--- config.mk ---
export PLATFORM = sky130hd
export DESIGN_NAME = memtest_sequencer
export DESIGN_NICKNAME = d
export VERILOG_FILES = /design/src/rtl/memtest_pkg.sv /design/src/rtl/mts_addrgen.sv /design/src/rtl/mts_pattern.sv /design/src/rtl/mts_lanecmp.sv /design/src/rtl/mts_rdtrack.sv /design/src/rtl/memtest_sequencer.sv
export SDC_FILE = /design/constraint.sdc
export NUM_CORES = 1
export LEC_CHECK = 0
export ABC_AREA = 0
export BUFFER_PORTS_ARGS = -buffer_cell sky130_fd_sc_hd__buf_2
export CAP_MARGIN = 20
export CORE_MARGIN = 10
export CORE_UTILIZATION = 35
export CTS_CLUSTER_DIAMETER = 80
export DETAILED_ROUTE_END_ITERATION = 16
export PLACE_DENSITY = 0.52
export SLEW_MARGIN = 40
export SYNTH_ARGS = -nofsm -noshare
export SYNTH_HDL_FRONTEND = slang
export SYNTH_SLANG_ARGS = --single-unit
--- constraint.sdc ---
create_clock -name clk -period 8.65 [get_ports clk]
set_clock_uncertainty 0.1 [all_clocks]
set_input_delay 0.4325 -clock clk [delete_from_list [all_inputs] [get_ports clk]]
set_output_delay 0.4325 -clock clk [all_outputs]
set_load 0.02 [all_outputs]
--- src/rtl/memtest_pkg.sv ---
package memtest_pkg;
    typedef enum logic [2:0] {
        T_SEQ   = 3'd0,
        T_SHORT = 3'd1,
        T_MASK  = 3'd2,
        T_APIN  = 3'd3,
        T_PDN   = 3'd4,
        T_SREF  = 3'd5,
        T_AUTO  = 3'd6,
        T_END   = 3'd7
    } test_e;

    typedef enum logic [2:0] {
        S_PICK, S_WR, S_RD, S_DRAIN, S_HOLD, S_FIN, S_DONE
    } state_e;

    localparam int STATUS_W = 7;
endpackage

--- src/rtl/mts_addrgen.sv ---
module mts_addrgen
    import memtest_pkg::*;
#(
    parameter int AW = 6,
    parameter int IW = 5
) (
    input  test_e           test,
    input  logic [IW-1:0]   idx,
    output logic [AW-1:0]   addr
);
    // Address-line walk: zeros, walking one, walking zero, zeros
    always_comb begin
        addr = AW'(idx);
        if (test == T_APIN) begin
            if (idx == '0 || int'(idx) > 2 * AW)
                addr = '0;
            else if (int'(idx) <= AW)
                addr = AW'(1) << (idx - IW'(1));
            else
                addr = ~(AW'(1) << (idx - IW'(AW + 1)));
        end
    end
endmodule

--- src/rtl/mts_pattern.sv ---
module mts_pattern
    import memtest_pkg::*;
#(
    parameter int AW = 6,
    parameter int DW = 16
) (
    input  test_e           test,
    input  logic            second,
    input  logic            readback,
    input  logic [AW-1:0]   addr,
    output logic [DW-1:0]   data
);
    localparam int NLANE = DW / 8;
    localparam logic [DW-1:0] LANE0 = DW'(8'hFF);

    logic [DW-1:0] base;
    assign base = (DW'(addr) * DW'(40503)) ^ DW'(16'h5AC3);

    always_comb begin
        case (test)
            T_SEQ:   data = base;
            T_SHORT: data = ~base;
            T_MASK:  data = readback ? LANE0 : (second ? '1 : '0);
            T_APIN:  data = base ^ {NLANE{8'h3C}};
            default: data = '0;
        endcase
    end
endmodule

--- src/rtl/mts_lanecmp.sv ---
module mts_lanecmp #(
    parameter int DW = 16
) (
    input  logic              clk,
    input  logic              rst_n,
    input  logic              valid,
    input  logic [DW-1:0]     got,
    input  logic [DW-1:0]     want,
    output logic              pass,
    output logic [DW/8-1:0]   pass_byte
);
    localparam int NLANE = DW / 8;
    logic [NLANE-1:0] bad;

    for (genvar i = 0; i < NLANE; i++) begin : g_lane
        assign bad[i] = got[i*8 +: 8] != want[i*8 +: 8];
        always_ff @(posedge clk or negedge rst_n) begin
            if (!rst_n)     pass_byte[i] <= 1'b1;
            else if (valid) pass_byte[i] <= ~bad[i];
        end
    end

    always_ff @(posedge clk or negedge rst_n) begin
        if (!rst_n)                pass <= 1'b1;
        else if (valid && |bad)    pass <= 1'b0;
    end
endmodule

--- src/rtl/mts_rdtrack.sv ---
module mts_rdtrack #(
    parameter int IW = 5,
    parameter int OW = 6
) (
    input  logic            clk,
    input  logic            rst_n,
    input  logic            issue,
    input  logic            ret,
    input  logic            clear,
    output logic            idle,
    output logic [IW-1:0]   ret_idx
);
    logic [OW-1:0] cnt;

    always_ff @(posedge clk or negedge rst_n) begin
        if (!rst_n) cnt <= '0;
        else        cnt <= cnt + OW'(issue) - OW'(ret);
    end

    always_ff @(posedge clk or negedge rst_n) begin
        if (!rst_n)     ret_idx <= '0;
        else if (clear) ret_idx <= '0;
        else if (ret)   ret_idx <= ret_idx + IW'(1);
    end

    assign idle = cnt == '0;
endmodule

--- src/rtl/memtest_sequencer.sv ---
module memtest_sequencer
    import memtest_pkg::*;
#(
    parameter int AW        = 6,
    parameter int DW        = 16,
    parameter int SEQ_WORDS = 16,
    parameter int MAX_BURST = 2,
    parameter int BW        = 2,
    parameter int CW        = 8,
    parameter int LOWPOWER  = 1
) (
    input  logic                 clk,
    input  logic                 rst_n,
    input  logic                 en_short,
    input  logic                 en_mask,
    input  logic                 en_apin,
    input  logic [CW-1:0]        hold_cycles,
    input  logic                 ready,
    input  logic                 rd_valid,
    input  logic [DW-1:0]        rd_data,
    output logic                 wr_req,
    output logic                 rd_req,
    output logic [AW-1:0]        addr,
    output logic [DW-1:0]        wr_data,
    output logic [DW/8-1:0]      byte_en,
    output logic [BW-1:0]        burst,
    output logic                 pd_req,
    output logic                 sr_req,
    output logic                 pass,
    output logic [DW/8-1:0]      pass_byte,
    output logic [STATUS_W-1:0]  status,
    output logic                 complete
);
    localparam int NLANE      = DW / 8;
    localparam int APIN_ITEMS = 2 * AW + 2;
    localparam int MAXI       = (SEQ_WORDS > APIN_ITEMS) ? SEQ_WORDS : APIN_ITEMS;
    localparam int IW         = $clog2(MAXI) + 1;
    localparam int OW         = IW + 1;
    localparam logic [IW-1:0] SEQ_LAST  = IW'(SEQ_WORDS - 1);
    localparam logic [IW-1:0] APIN_LAST = IW'(APIN_ITEMS - 1);

    state_e         state;
    test_e          test;
    logic [IW-1:0]  idx;
    logic           second;
    logic [CW-1:0]  hold_q, hcnt;
    logic           short_ok, lp_ok, test_on, at_last, drained;
    logic [IW-1:0]  ret_idx;
    logic [AW-1:0]  exp_addr;
    logic [DW-1:0]  exp_data;

    if (MAX_BURST == 2) begin : g_short
        assign short_ok = en_short;
    end else begin : g_noshort
        assign short_ok = 1'b0;
    end

    if (LOWPOWER != 0) begin : g_lp
        assign lp_ok = 1'b1;
    end else begin : g_nolp
        assign lp_ok = 1'b0;
    end

    always_comb begin
        case (test)
            T_SEQ:         test_on = 1'b1;
            T_SHORT:       test_on = short_ok;
            T_MASK:        test_on = en_mask;
            T_APIN:        test_on = en_apin;
            T_PDN, T_SREF: test_on = lp_ok;
            default:       test_on = 1'b0;
        endcase
    end

    assign at_last = idx == ((test == T_APIN) ? APIN_LAST : SEQ_LAST);

    // State register and sequencing
    always_ff @(posedge clk or negedge rst_n) begin
        if (!rst_n) begin
            state  <= S_PICK;
            test   <= T_SEQ;
            idx    <= '0;
            second <= 1'b0;
            hold_q <= CW'(1);
            hcnt   <= CW'(1);
        end else begin
            unique case (state)
                S_PICK: begin
                    if (test == T_AUTO || test == T_END) begin
                        state <= S_FIN;
                    end else if (test_on) begin
                        idx    <= '0;
                        second <= 1'b0;
                        hcnt   <= CW'(1);
                        hold_q <= (hold_cycles == '0) ? CW'(1) : hold_cycles;
                        state  <= (test == T_PDN || test == T_SREF) ? S_HOLD : S_WR;
                    end else begin
                        test <= test_e'(test + 3'd1);
                    end
                end
                S_WR: if (ready) begin
                    if (test == T_APIN) begin
                        state <= S_RD;
                    end else if (at_last) begin
                        idx <= '0;
                        if (test == T_MASK && !second) second <= 1'b1;
                        else                           state  <= S_RD;
                    end else begin
                        idx <= idx + IW'(1);
                    end
                end
                S_RD: if (ready) begin
                    if (at_last) begin
                        state <= S_DRAIN;
                    end else begin
                        idx <= idx + IW'(1);
                        if (test == T_APIN) state <= S_WR;
                    end
                end
                S_DRAIN: if (drained) begin
                    test  <= test_e'(test + 3'd1);
                    state <= S_PICK;
                end
                S_HOLD: begin
                    if (hcnt == hold_q) begin
                        test  <= test_e'(test + 3'd1);
                        state <= S_PICK;
                    end else begin
                        hcnt <= hcnt + CW'(1);
                    end
                end
                S_FIN:   state <= S_DONE;
                S_DONE:  state <= S_DONE;
                default: state <= S_DONE;
            endcase
        end
    end

    // Outputs decoded from state
    always_comb begin
        wr_req   = state == S_WR;
        rd_req   = state == S_RD;
        burst    = (test == T_SHORT) ? BW'(1) : BW'(MAX_BURST);
        byte_en  = (wr_req && test == T_MASK && second) ? NLANE'(1) : '1;
        pd_req   = state == S_HOLD && test == T_PDN;
        sr_req   = state == S_HOLD && test == T_SREF;
        complete = state == S_FIN;
        status   = (state == S_WR || state == S_RD || state == S_DRAIN || state == S_HOLD)
                   ? (STATUS_W'(1) << test) : '0;
    end

    mts_addrgen #(.AW(AW), .IW(IW)) u_issue_addr (
        .test(test), .idx(idx), .addr(addr)
    );

    mts_pattern #(.AW(AW), .DW(DW)) u_issue_pat (
        .test(test), .second(second), .readback(1'b0), .addr(addr), .data(wr_data)
    );

    mts_addrgen #(.AW(AW), .IW(IW)) u_ret_addr (
        .test(test), .idx(ret_idx), .addr(exp_addr)
    );

    mts_pattern #(.AW(AW), .DW(DW)) u_ret_pat (
        .test(test), .second(second), .readback(1'b1), .addr(exp_addr), .data(exp_data)
    );

    mts_rdtrack #(.IW(IW), .OW(OW)) u_track (
        .clk(clk), .rst_n(rst_n), .issue(rd_req && ready), .ret(rd_valid),
        .clear(state == S_PICK), .idle(drained), .ret_idx(ret_idx)
    );

    mts_lanecmp #(.DW(DW)) u_cmp (
        .clk(clk), .rst_n(rst_n), .valid(rd_valid), .got(rd_data), .want(exp_data),
        .pass(pass), .pass_byte(pass_byte)
    );
endmodule

==> flow_summary.ini, run 1 <==
[sta]
clock.fmax_mhz = 145
period_share_pct = 80.0
setup_violations = 0
slew_violations = 0
grt_setup_unrepaired = false
worst_pin_slew_ns = 0.772
whs_ns = 0.0439
min_period_ns = 6.92
hold_viol = 0
fin_tns_setup_ns = 0
relSlewSlack_pct = 47.2

[clock_tree]
cts_setup_buffers = 0
root_buffer = clkbuf_16
clock_sinks = 42
clk_latency_ns = 0.28
postCtsHoldBufs = 0
cts_resized = 0
cts_buffers = 5
clk_pin_slew_ns = 0.06
cts_max_path_buffers = 2
cts_tree = done
htreeDepth = 2

[logic_synthesis]
synthArstFlopShare_pct = 100
synth.yosys.warnings = 0
synth_area_leaders = ha_1 16%, dfrtp_1 14%, fa_1 9.2%
synth.distinct_cells = 81
synthCells = 811
yosys.area.top_type = ha_1
ys.flop_type = dfrtp_1
synth-edff-count = 0
yosysSeqAreaShare_pct = 16.2
syn_area_sq_um = 6540
synth_nets = 956
yosysTopAreaCellShare_pct = 16.1
avgSynthCellArea_sq_um = 8.07
synth-seq-cells = 42

[drt]
vias_per_cell = 5.27
drcViolationCount = 0
drtIter0Drc = 261
firstDrtPassIters = 5
wl_mm = 17.6
drtAntennaViolNets = 0
num_vias = 5715
wl_per_cell_microns = 16.2

[critical_path]
cp-end-kind = primary output
critPathKind = reg -> out
arrival_ns = 6.38
slowest_delay_ns = 0.70
cp.required_ns = 8.12
critPathMaxFanout = 21
critPathSlowestCell = ha_1
worstSetupStartpointType = register
worstPathCellList = clkinv_1 > ha_1 > o2111ai_1 > o2bb2ai_1 > fa_1 > inv_1 > fa_1 > fa_1 > inv_1 > ha_1 > nor2b_1 > o21a_1 > o21ai_0 > a21oi_1 > a21oi_1 > xor2_1 > a21oi_1 > o21ai_0 > buf_2

[placed_design]
numPortBuffers = 70
gp_congestion = 0.844
dp.cells = 1077
dp_hpwl_mm = 14.2

[finish]
area_growth_pct = 10.5
layout_commonest_cell = inv_1
final_nets = 1000
drive_above_1_share_pct = 14.1
num_antenna_cells = 0
final_cell_mix = 110 x inv_1, 83 x ha_1, 69 x buf_2
fin_cells = 1085

[die]
dieWidth_microns = 157
ios = 72
core_sq_um = 18100
start_util_pct = 36.1
die_h_microns = 157
die_area_sq_um = 24600
rows = 49

[global_routing]
antenna_found_initial = 0
grt-ovfl-total = 0
grt_pass1_wl_mm = 28.7
grt_pass1_vias = 5488
grt_max_degree = 46
grt.total_usage_pct = 14.2

[min_path]
hp-class = in -> async

[job]
drv_cap = 0

[status]
status = finished, final reports clean
==> critical path, delay by kind of cell, from the launching register on <==
| family | cells | cell delay [ns] |
|---|---|---|
| AOI/OAI and AO/OA | 8 | 2.23 |
| DFF | 1 | 0.37 |
| adders and majority gates | 5 | 2.54 |
| buffers and inverters | 4 | 0.58 |
| and+or+nand+nor | 1 | 0.15 |
| xor gates and xnor gates | 1 | 0.22 |
==> sequential cells by signal, indices dropped and copies added (netlist names) <==
| signal | flops |
|---|---|
| hcnt | 8 |
| hold_q | 8 |
| u_track.cnt | 6 |
| idx | 5 |
| u_track.ret_idx | 5 |
| state | 3 |
| test | 3 |
| u_cmp.pass_byte | 2 |
| second | 1 |
| u_cmp.pass | 1 |
==> metrics by stage <==
step	setup slack, ns	utilization [%]	cell area [sq um]
floorplan	2.21	-	6540
global placement	1.84	38.8	7050
detailed placement	1.72	38.9	7050
CTS	1.51	39.8	7220
global route	1.20	39.8	7230
finish	1.73	39.8	7230
==> synth_stat cells, types with 3 or more instances <==
cell type / instances
or3_1: 4
and3_1: 13
mux2i_1: 19
o22ai_1: 9
xor2_1: 29
xnor2_1: 39
o21ai_0: 33
fa_1: 30
nor3_1: 26
a211oi_1: 4
a21oi_1: 59
nor4b_1: 3
a211o_1: 3
o21a_1: 3
a2111oi_0: 3
clkbuf_1: 28
nor2b_1: 9
a21o_1: 5
buf_2: 5
nor3b_1: 6
dfstp_2: 5
nor4_1: 7
nand2b_1: 4
o31ai_1: 7
nor2_1: 42
o211ai_1: 3
a31oi_1: 10
inv_1: 110
nand2_1: 56
dfrtp_1: 37
and2_1: 12
nand4_1: 4
nand3_1: 20
nor4bb_1: 3
mux2_2: 13
or2_2: 7
ha_1: 84
==> final timing paths <==
path	slack, ns	depth (start not counted)	to	start
worst max-delay path	1.73	19	wr_data[11]	test[2]$_DFFE_PN0P_
min in group clk	0.29	2	hold_q[2]$_DFFE_PN0P_	hold_cycles[2]
worst max register to register	1.74	21	u_cmp.pass$_DFFE_PN1P_	u_track.ret_idx[0]$_DFFE_PN0P_
worst min register to register	0.41	1	u_track.cnt[0]$_DFF_PN0_	u_track.cnt[0]$_DFF_PN0_
worst min-delay path	0.04	1	hold_q[1]$_DFFE_PN0P_	rst_n
max in group asynchronous	8.02	1	u_cmp.pass_byte[0]$_DFFE_PN1P_	rst_n
==> cell type report <==
class | instances | area [sq um]
clock buffers | 8 | 166
fillers | 1887 | 10900
inverters | 113 | 424
multi-input cells | 619 | 4910
flip-flops and latches | 42 | 1060
well taps | 229 | 287
repair buffers | 74 | 383
==> cell families after synthesis <==
family | Yosys count | synth area share, %
simple gates | 231 | 18.3
compound gates | 173 | 17.0
buf+inv | 150 | 8.93
fa+ha+maj | 114 | 25.2
xor+xnor | 68 | 9.10
flops | 42 | 16.2
mux | 32 | 5.14
other cells | 1 | 0.0573
==> routing by layer <==
layer	vias to the layer above	wire length, microns	part of all wire (%)	track usage (%)
met5	-	0	0	0
met4	0	279	1.6	3.42
met3	16	815	4.6	2.03
met2	133	8030	46	22.4
met1	2681	8440	48	19.9
li1	2885	-	-	-
Power of run 1 is left out: the tool's default activity adds up to more than one toggle a clock period on the data nets, which glitch-free logic cannot reach.
==> inputs of run 2 (changes only) <==
--- a/config.mk
+++ b/config.mk
@@ -12,7 +12,7 @@
 export CORE_UTILIZATION = 35
 export CTS_CLUSTER_DIAMETER = 80
 export DETAILED_ROUTE_END_ITERATION = 16
-export PLACE_DENSITY = 0.52
+export PLACE_DENSITY = 0.54
 export SLEW_MARGIN = 40
 export SYNTH_ARGS = -nofsm -noshare
 export SYNTH_HDL_FRONTEND = slang
==> constraint.sdc (replaced) <==
create_clock -name clk -period 5.7 [get_ports clk]
set_clock_uncertainty 0.1 [all_clocks]
set_input_delay 0.285 -clock clk [delete_from_list [all_inputs] [get_ports clk]]
set_output_delay 0.285 -clock clk [all_outputs]
set_load 0.02 [all_outputs]
==> run 2 against run 1 <==
The run now ends with negative setup slack left. Hold slack gained 0.11 ns. Cell area grew 18%. Sequential cell count is the same. Die area is the same. First-iteration DRC count shrank 12%. Global-route usage grew 0.60 points. Non-clock buffer count grew 108. Cell count grew 10%. Routed wire length grew 5.8%. Sequential share of layout area shrank 2.2 points. Worst setup slack lost 1.8 ns.
==> flow_summary.ini, run 2 (synthesis gave the netlist of run 1 again) <==
[global_routing]
grt.total_usage_pct = 14.8
grt_max_degree = 46
grt-ovfl-total = 0
grt_pass1_wl_mm = 30.4
antenna_found_initial = 2
grt_pass1_vias = 6102

[sta]
clock.fmax_mhz = 174
period_share_pct = 101
hold_viol = 0
min_period_ns = 5.74
relSlewSlack_pct = 49.2
slew_violations = 0
worst_pin_slew_ns = 0.761
fin_ws_ns = -0.0372
grt_setup_unrepaired = true
setup_violations = 3

[die]
start_util_pct = 36.1
die_h_microns = 157
ios = 72
core_sq_um = 18100
dieWidth_microns = 157
rows = 49
die_area_sq_um = 24600

[clock_tree]
cts_max_path_buffers = 2
cts_tree = done
clock_sinks = 42
clk_pin_slew_ns = 0.06
root_buffer = clkbuf_16
clk_latency_ns = 0.29
cts_buffers = 5
htreeDepth = 2

[critical_path]
slowest_delay_ns = 0.51
cp-end-kind = register
critPathSlowestCell = fa_1
worstPathCellList = clkinv_4 > ha_4 > or4_4 > and3_4 > and2_4 > ha_4 > inv_2 > ha_4 > or2_4 > fa_1 > fa_1 > ha_4 > nand3_4 > o211ai_1 > o22ai_1 > xor2_1 > mux2i_1 > or3b_1 > a2111oi_4 > buf_4 > and4_4 > a41o_1
worstSetupStartpointType = register
critPathTopFamily = adder cells
critPathMaxFanout = 6
arrival_ns = 5.86
path_buf_inv = 3
critPathMostFrequentCell = ha_4
critPathKind = reg -> reg
cp-startpoint = u_track.ret_idx[0]$_DFFE_PN0P_
cp.required_ns = 5.83
r2r_start = u_track.ret_idx[0]$_DFFE_PN0P_

[status]
violations = negative setup slack
status = complete, but fails checks

[min_path]
min_from = hold_cycles[4]
hp-class = in -> reg

[drt]
num_vias = 6097
drcViolationCount = 0
wl_mm = 18.6
wl_per_cell_microns = 15.6
firstDrtPassIters = 4
drtAntennaViolNets = 0
drtIter0Drc = 229
vias_per_cell = 5.11

[placed_design]
gp_congestion = 0.882
dp_hpwl_mm = 15.0
numPortBuffers = 70

[finish]
final_cell_mix = 111 x buf_4, 101 x inv_1, 69 x ha_1
final_nets = 1108
final_core_util_pct = 47.0
reg_top3 = hcnt: 8 flops, hold_q: 8 flops, u_track.cnt: 6 flops
num_antenna_cells = 0
layout_commonest_cell = buf_4
drive_above_1_share_pct = 31.0
area_growth_pct = 30.5

[job]
drv_cap = 0
==> run 2: cell count changes in the layout (fill, tap and decap cells not counted), sizes merged <==
cell	change
buf	+107
clkinv	+1
inv	-1
dlygate4sd3	+1
==> run 2: through the flow <==
step	TNS, ns	worst slack, ns	hold slack, ns	instance area, sq um	std cells
finish	-0.102	-0.0372	0.151	8540	1193
global placement	-0.456	-0.211	0.402	7840	1171
CTS	-0.219	-0.0799	0.142	8180	1184
floorplan	0	0.00865	-0.111	6640	811
global route	-1.83	-0.314	0.152	8540	1193
detailed placement	-0.607	-0.277	0.217	7840	1171
==> run 2: worst paths after layout <==
check	to	slack [ns]	cells after the start
max in group asynchronous	u_track.ret_idx[2]$_DFFE_PN0P_	4.66	2
min in group asynchronous	u_track.cnt[3]$_DFF_PN0_	0.42	2
worst min-delay path	hold_q[4]$_DFFE_PN0P_	0.15	2
worst max-delay path	u_cmp.pass$_DFFE_PN1P_	-0.04	22
worst min register to register	hold_q[0]$_DFFE_PN1P_	0.42	2
worst max register to register	u_cmp.pass$_DFFE_PN1P_	-0.04	22
==> run 2: layout make-up <==
type	instances	area (sq um)
well taps	229	287
multi-input cells	619	5380
clock buffers	8	136
fillers	1796	9610
repair buffers	182	1240
flip-flops and latches	42	1060
inverters	113	432
==> run 2: timing repair <==
item | in CTS | in global routing
buffers inserted | 4 | 9
hold buffers | 1 | 0
endpoints found under the setup margin | 9 | 11
pin swaps | 9 | 32
resized for setup | 35 | 65
endpoints found under the hold margin | 37 | 0
==> run 2: metal layers <==
layer / global-route usage, % / part of all wire [%]
met5: 0 / 0.13
met4: 3.15 / 0.95
met2: 25.3 / 48
met3: 2.25 / 4.4
met1: 19.3 / 47
Power of run 2 is left out for the same reason.
==> inputs of run 3 (changes only) <==
--- a/config.mk
+++ b/config.mk
@@ -13,7 +13,9 @@
 export CTS_CLUSTER_DIAMETER = 80
 export DETAILED_ROUTE_END_ITERATION = 16
 export PLACE_DENSITY = 0.54
+export RECOVER_POWER = 50
 export SLEW_MARGIN = 40
 export SYNTH_ARGS = -nofsm -noshare
 export SYNTH_HDL_FRONTEND = slang
 export SYNTH_SLANG_ARGS = --single-unit
+export TNS_END_PERCENT = 1
==> run 3 against run 2 <==
The flow finishes with violations (max-capacitance violations, max-slew violations, negative setup slack). Via count is 0.51% higher. First-iteration DRC count is 0.87% higher. Routed wire length is 0.12% higher. Largest cell class unchanged. Non-clock buffer count is 13 higher. Sequential cell count stayed put. Cell count is 1.1% higher. Fmax is 3.8% lower.
==> flow_summary.ini, run 3 (synthesis gave the netlist of run 1 again) <==
[status]
status = complete, but fails checks
violations = max-capacitance violations, max-slew violations, negative setup slack

[sta]
period_share_pct = 105
min_period_ns = 5.97
worst_pin_slew_ns = 2.47
slew_violations = 43
setup_violations = 5
relSlewSlack_pct = -64.9
grt_setup_unrepaired = true
hold_viol = 0
fin_ws_ns = -0.266
clock.fmax_mhz = 168

[finish]
num_antenna_cells = 0
final_nets = 1121
reg_top3 = hcnt: 8 flops, hold_q: 8 flops, u_track.cnt: 6 flops
final_cell_mix = 124 x buf_4, 100 x inv_1, 75 x ha_1
layout_commonest_cell = buf_4
drive_above_1_share_pct = 29.1
seq_area_sq_um = 1060
fillers = 1832
stdcell_area_sq_um = 8380
area_growth_pct = 28.1
multi_input_area_sq_um = 5130

[drt]
drtIter0Drc = 231
wl_per_cell_microns = 15.4
drtAntennaViolNets = 0
drcViolationCount = 0
num_vias = 6128
vias_per_cell = 5.08
wl_mm = 18.6
firstDrtPassIters = 5

[critical_path]
arrival_ns = 6.09
critPathMostFrequentCell = ha_4
worstPathCellList = inv_2 > ha_4 > and3b_2 > or4_4 > and3_4 > and2_4 > ha_4 > inv_2 > ha_2 > or2_4 > fa_1 > fa_1 > ha_4 > nand3_2 > o211ai_1 > o22ai_1 > xor2_1 > mux2i_1 > or3b_4 > a2111oi_4 > buf_4 > and4_4 > a41o_1
critPathSlowestCell = fa_1
critPathMaxFanout = 4
critPathKind = reg -> reg
worstSetupStartpointType = register
cp.required_ns = 5.83
cp-end-kind = register
slowest_delay_ns = 0.53

[placed_design]
dp_hpwl_mm = 15.4
placed_area_sq_um = 7970
numPortBuffers = 70
gp_congestion = 0.874

[min_path]
hp-class = in -> reg

[clock_tree]
clk_latency_ns = 0.29
cts_buffers = 5
root_buffer = clkbuf_16
cts_tree = done
clk_pin_slew_ns = 0.07
htreeDepth = 2
cts_max_path_buffers = 2
clock_sinks = 42

[global_routing]
grt.total_usage_pct = 15.0
grt_pass1_wl_mm = 30.7
grt-ovfl-total = 0
grt_pass1_vias = 6146
grt_max_degree = 46
antenna_found_initial = 0

[die]
dieWidth_microns = 157
start_util_pct = 36.1
die_area_sq_um = 24600
ios = 72
rows = 49
core_sq_um = 18100
die_h_microns = 157

[job]
drv_cap = 1
==> run 3: layer usage <==
metal | vias up | GRT usage [%] | part of all wire [%]
li1 | 3132 | - | -
met1 | 2850 | 19.9 | 48
met2 | 132 | 25.2 | 46
met3 | 14 | 2.36 | 4.9
met4 | 0 | 2.97 | 1.3
met5 | - | 0 | 0
==> run 3: worst max-delay path: cells and delay by family, from the launching register on <==
kind	cells	cell delay, ns
buffers and inverters	3	0.34
AO/OA/AOI/OAI	4	0.91
adder cells (fa/ha/maj)	6	1.90
XOR/XNOR	1	0.18
multiplexers	1	0.14
AND/OR/NAND/NOR	8	1.92
flip-flops	1	0.42
==> run 3: final cells by class <==
| cell class | instances | area share (%) |
|---|---|---|
| timing repair buffer | 195 | 15.7 |
| inverter | 113 | 5.06 |
| multi-input combinational | 619 | 61.3 |
| tap | 229 | 3.42 |
| sequential | 42 | 12.7 |
| clock buffer | 5 | 1.49 |
| clock inverter | 3 | 0.329 |
==> run 3: final timing paths <==
| path | start | to | slack (ns) | cells past startpoint |
|---|---|---|---|---|
| max in group asynchronous | rst_n | idx[1]$_DFFE_PN0P_ | 2.73 | 2 |
| min reg2reg | u_track.cnt[0]$_DFF_PN0_ | u_track.cnt[0]$_DFF_PN0_ | 0.41 | 1 |
| max | u_track.ret_idx[0]$_DFFE_PN0P_ | u_cmp.pass$_DFFE_PN1P_ | -0.27 | 23 |
| max reg2reg | u_track.ret_idx[0]$_DFFE_PN0P_ | u_cmp.pass$_DFFE_PN1P_ | -0.27 | 23 |
| min | hold_cycles[3] | hold_q[3]$_DFFE_PN0P_ | 0.14 | 2 |
| min in group asynchronous | rst_n | idx[4]$_DFFE_PN0P_ | 1.19 | 2 |
==> run 3: timing repair <==
| action | 4_1_cts | 5_1_grt |
|---|---|---|
| setup endpoints to repair | 10 | 11 |
| endpoints found under the hold margin | 37 | 0 |
| buffers inserted | 1 | 6 |
| hold buffers | 1 | 0 |
| pin swaps | 14 | 18 |
| gates resized for setup | 34 | 22 |
==> run 3: through the flow <==
stage / hold WS, ns / setup WS, ns / TNS (ns) / util [%] / cells
after floorplan: -0.111 / -0.123 / -0.722 / - / 811
after global placement: 0.392 / -0.143 / -0.785 / 43.9 / 1190
after detailed placement: 0.233 / -0.268 / -1.05 / 43.9 / 1190
after CTS: 0.133 / -0.180 / -0.836 / 45.5 / 1200
after global routing: 0.143 / -0.575 / -3.90 / 46.2 / 1206
final: 0.137 / -0.266 / -0.750 / 46.2 / 1206
Power of run 3 is left out for the same reason.
